### src/rtl/ind64_bridge.sv
module ind64_bridge #(
  parameter int HAW = 8,
  parameter int DW  = 32,
  parameter int IAW = 16
) (
  input  logic             clk,
  input  logic             rst_n,
  input  logic             h_sel,
  input  logic             h_wr,
  input  logic [HAW-1:0]   h_addr,
  input  logic [DW-1:0]    h_wdata,
  output logic [DW-1:0]    h_rdata,
  output logic             int_req,
  output logic             int_we,
  output logic [IAW-1:0]   int_addr,
  output logic [2*DW-1:0]  int_wdata,
  input  logic             int_ack,
  input  logic [2*DW-1:0]  int_rdata,
  input  logic             int_err,
  output logic             irq
);
  localparam int RW = 2*DW;
  localparam logic [HAW-1:0] OFF_D0  = HAW'(8'h00);
  localparam logic [HAW-1:0] OFF_D1  = HAW'(8'h04);
  localparam logic [HAW-1:0] OFF_CMD = HAW'(8'h08);
  localparam logic [HAW-1:0] OFF_CLR = HAW'(8'h18);
  localparam logic [HAW-1:0] OFF_STS = HAW'(8'h1C);
  localparam logic [HAW-1:0] OFF_IEN = HAW'(8'h20);

  logic [DW-1:0] stg_hi, stg_lo, cmd_q;
  logic          busy_q, err_q, ien_q;

  wire host_wr  = h_sel & h_wr;
  wire cmd_wr   = host_wr && (h_addr == OFF_CMD);
  wire clr_wr   = host_wr && (h_addr == OFF_CLR);
  wire addr_bad = |h_wdata[DW-2:IAW];
  wire accept   = cmd_wr && !busy_q && !addr_bad;
  wire finish   = busy_q && int_ack;
  wire err_set  = (cmd_wr && (busy_q || addr_bad)) || (finish && int_err);
  wire rd_load  = finish && !cmd_q[DW-1] && !int_err;

  assign int_req   = busy_q;
  assign int_we    = cmd_q[DW-1];
  assign int_addr  = cmd_q[IAW-1:0];
  assign int_wdata = {stg_hi, stg_lo};
  assign irq       = err_q & ien_q;

  always_ff @(posedge clk) begin
    if (!rst_n) begin
      stg_hi <= '0;
      stg_lo <= '0;
      cmd_q  <= '0;
      busy_q <= 1'b0;
      err_q  <= 1'b0;
      ien_q  <= 1'b0;
    end else begin
      if (accept)      busy_q <= 1'b1;
      else if (finish) busy_q <= 1'b0;

      if (cmd_wr && !busy_q) cmd_q <= h_wdata;

      if (rd_load)
        stg_hi <= int_rdata[RW-1:DW];
      else if (host_wr && !busy_q && h_addr == OFF_D0)
        stg_hi <= h_wdata;

      if (rd_load)
        stg_lo <= int_rdata[DW-1:0];
      else if (host_wr && !busy_q && h_addr == OFF_D1)
        stg_lo <= h_wdata;

      if (err_set)     err_q <= 1'b1;
      else if (clr_wr) err_q <= 1'b0;

      if (host_wr && h_addr == OFF_IEN) ien_q <= h_wdata[0];
    end
  end

  always_comb begin
    h_rdata = '0;
    case (h_addr)
      OFF_D0:  h_rdata = stg_hi;
      OFF_D1:  h_rdata = stg_lo;
      OFF_CMD: h_rdata = cmd_q;
      OFF_STS: begin
        h_rdata[DW-1] = err_q;
        h_rdata[0]    = busy_q;
      end
      OFF_IEN: h_rdata[0] = ien_q;
      default: h_rdata = '0;
    endcase
  end

  // pending request keeps its attributes
  a_r4_req_hold: assert property (@(posedge clk) disable iff (!rst_n)
    int_req && !int_ack |=> int_req && $stable(int_addr) && $stable(int_we) && $stable(int_wdata));

  // request drops right after the acknowledge
  a_r4_req_drop: assert property (@(posedge clk) disable iff (!rst_n)
    int_req && int_ack |=> !int_req);

  // overlapping command leaves the running access alone
  a_r6_overlap: assert property (@(posedge clk) disable iff (!rst_n)
    cmd_wr && int_req && !int_ack |=> int_req && $stable(int_addr) && $stable(int_we) && err_q);

  // out-of-range address starts nothing
  a_r7_bad_addr: assert property (@(posedge clk) disable iff (!rst_n)
    cmd_wr && !int_req && addr_bad |=> !int_req && err_q);

  // error holds until the clear location is written
  a_r9_sticky: assert property (@(posedge clk) disable iff (!rst_n)
    err_q && !clr_wr |=> err_q);

  // interrupt implies a pending error
  a_r10_irq: assert property (@(posedge clk) disable iff (!rst_n)
    irq |-> err_q);
endmodule

### config.mk
export PLATFORM = sky130hd
export DESIGN_NAME = ind64_bridge
export DESIGN_NICKNAME = d
export VERILOG_FILES = /design/src/rtl/ind64_bridge.sv
export SDC_FILE = /design/constraint.sdc
export NUM_CORES = 1
export LEC_CHECK = 0
export BUFFER_PORTS_ARGS = -buffer_cell sky130_fd_sc_hd__buf_2
export CORE_UTILIZATION = 35
export CTS_CLUSTER_DIAMETER = 100
export DETAILED_ROUTE_END_ITERATION = 8
export GPL_ROUTABILITY_DRIVEN = 0
export GPL_TIMING_DRIVEN = 0
export PLACE_DENSITY = 0.78
export SYNTH_ARGS = -nofsm -noshare
export SYNTH_HDL_FRONTEND = slang
export SYNTH_SLANG_ARGS = --single-unit
export TNS_END_PERCENT = 5
### constraint.sdc
create_clock -name clk -period 1.3 [get_ports clk]
set_input_delay 0.13 -clock clk [delete_from_list [all_inputs] [get_ports clk]]
set_output_delay 0.13 -clock clk [all_outputs]
set_load 0.1 [all_outputs]
==> metrics <==
static leakage=0.00318 uW; clk_lat worst skew=0.35 ns; CTS tree=yes; Antenna Nets Post-Route=0; Iteration-0 DRC Markers=608; Die X=119 um; Buffers on Ports=224; Synth Area in Simple Gates=0.201; setup violators final=128; DRC=0; Overall Power=6100 uW; # fillers=1204; Mapped Nets=725; Vias/cell=5.60; Synth Area in Compound Gates=0.266; Die Y-Extent=119 um; Final min period=1.81 ns; NumNets Final=976; core footprint=13200 um^2; Seq/Total Area, Yosys=0.417; CTS Buf Count=9; Syn Inst Count=615; Netlist Area Pre-Place=4760 um^2; clock sinks=99; Max-slew headroom=0.604; CTS max path bufs=2; Syn Area/Cell=7.74 um^2; top cells by area, synth=dfxtp_1 (42%), nand2_1 (13%), a31oi_1 (6.4%); Hold WC Path Type=in2reg; Routed Wire Length=20500 um; Yosys top cell area share=0.417; worst-path maximum fanout=5; Worst setup EP type=output port; Worst Max-Slew Pin Slew=0.594 ns; WL met2=9930 um; Cell variety after synth=34; Crit Path Class=in2out; Slew Limit Fails=0; Fin. Hold Viols=0; Antenna Diode Count=0; f_max=553 MHz; CP Data Required Time=1.17 ns; Arr. time, crit path=1.68 ns; initial core utilization=0.359; XOR/XNOR Fraction of Synth Area=0; CP Launch Type=input pin; WL met3=1740 um; failing checks=negative setup slack; initial antenna violation count=0; IO Count=225; Wirelength per Cell=19.5 um; grt ovf=0; largest family of logic cells by synthesized area=compound AO/OA/AOI/OAI gates; Post-DP HPWL=14100 um; first-pass GRT wire length=31500 um; Setup WS post-layout=-0.508 ns; most frequent cells in the layout=nand2_1 (168), buf_2 (164), dfxtp_2 (62); H-tree depth=3; Max IR drop VDD=0.625 mV; Reg clk slew, reported paths=0.06 ns; uppermost layer routed=met4; status=complete, but fails checks; area of the multi-input gates=2440 um^2; setup TNS=-32.40 ns; Yosys top cell by area=dfxtp_1; share of layout cells above drive strength 1=0.511; commonest non-fill, non-tap cell in the layout=nand2_1; root buffer cell=clkbuf_16; RSZ-0062 raised after global routing=true; Yosys Warn Count=0; power per cell area=800 nW/um^2; Site Rows=42; Vias=5859; metal1 wirelength=8310 um; hold_buf cts=0; #FFs+latches synth=99; Final Skew=0.00698 ns; drt pass-1 iters=9; adder-cell share of the synthesized area=0; vias in the first global route=5713; period utilization=1.39; Area growth syn-to-layout=60.4%; register area=2070 um^2; post-synthesis mux area share=0.00210; Total GRT Usage=0.290; largest net degree at the start of global routing=16; Die Area=14100 um^2; Max-Cap Viols=0
cells in the mapped netlist, drive strengths merged:
master / count
nand2: 169
dfxtp: 99
a21oi: 50
a31oi: 49
o21ai: 47
buf: 38
clkbuf: 32
inv: 31
a222oi: 30
a22oi: 20
nand3: 14
nor4: 6
and2: 4
nand4: 4
nor2: 4
and3: 3
nor4b: 3
o221ai: 2
and3b: 1
clkinv: 1
mux2i: 1
nand2b: 1
nor3: 1
nor3b: 1
nor4bb: 1
o22ai: 1
or4: 1
or4b: 1
critical path, cell delays in order:
cell and delay, ns:
buf_8 0.10, or4_4 0.57, nor2_4 0.20, buf_12 0.16, buf_8 0.12, a222oi_1 0.11
inv_2 0.11, buf_12 0.17
registers in the layout (all words and copies together) (netlist names):
register,flops
ien_q,1
err_q,1
stg_lo,32
int_req,1
cmd_q,32
stg_hi,32
layer usage:
layer / up-vias / GRT usage
met4: 0 / 0.105
met1: 2780 / 0.348
met3: 44 / 0.0705
met2: 347 / 0.498
li1: 2688 / -
met5: - / 0
stage by stage:
step           instances  worst slack, ns  utilization  area [um^2]  hold slack (ns)
2_1_floorplan        615           -0.326            -         5010            0.260
3_3_place_gp        1015           -0.827        0.479         6350            0.401
3_5_place_dp        1015           -0.844        0.479         6350            0.404
4_1_cts             1048           -0.489        0.571         7560           0.0361
5_1_grt             1047           -0.528        0.576         7630           0.0476
6_report            1047           -0.508        0.576         7630           0.0498
path summary, 6_finish.rpt:
check        slack [ns]       start  cells past startpoint           to
max               -0.51   h_addr[6]                      8  h_rdata[22]
min                0.05  h_wdata[7]                      3     cmd_q[7]
max reg2reg       -0.27     int_req                      6   stg_lo[24]
min reg2reg        0.46   cmd_q[25]                      2    cmd_q[25]
area by class of cell:
cell class              count  area share
multi-input cells         414       0.319
flip-flops and latches     99       0.272
repair buffers            240       0.248
plain buffers              70      0.0800
clock buffers              12      0.0338
well taps                 176      0.0289
inverters                  32      0.0157
clock inverters             4     0.00311
where the power goes:
part	leakage [uW]	switching (uW)	internal, uW
registers	0.000832	1.76	3020
clock network	0.000141	1190	1410
logic	0.00221	275	201
total	0.00318	1470	4640
logic make-up (layout without fill, tap and decap cells):
family | after synthesis | count (layout)
compound gates | 199 | 199
buf+inv | 102 | 358
flops | 99 | 99
mux | 1 | 1
simple gates | 214 | 214
repair_timing:
action / in CTS / in global routing
pin swaps: 69 / 32
endpoints found under the setup margin: 147 / 138
buffers inserted: 13 / 1
resized for setup: 220 / 35
gates cloned: 4 / 0
Power figures use the tool's default switching activity.
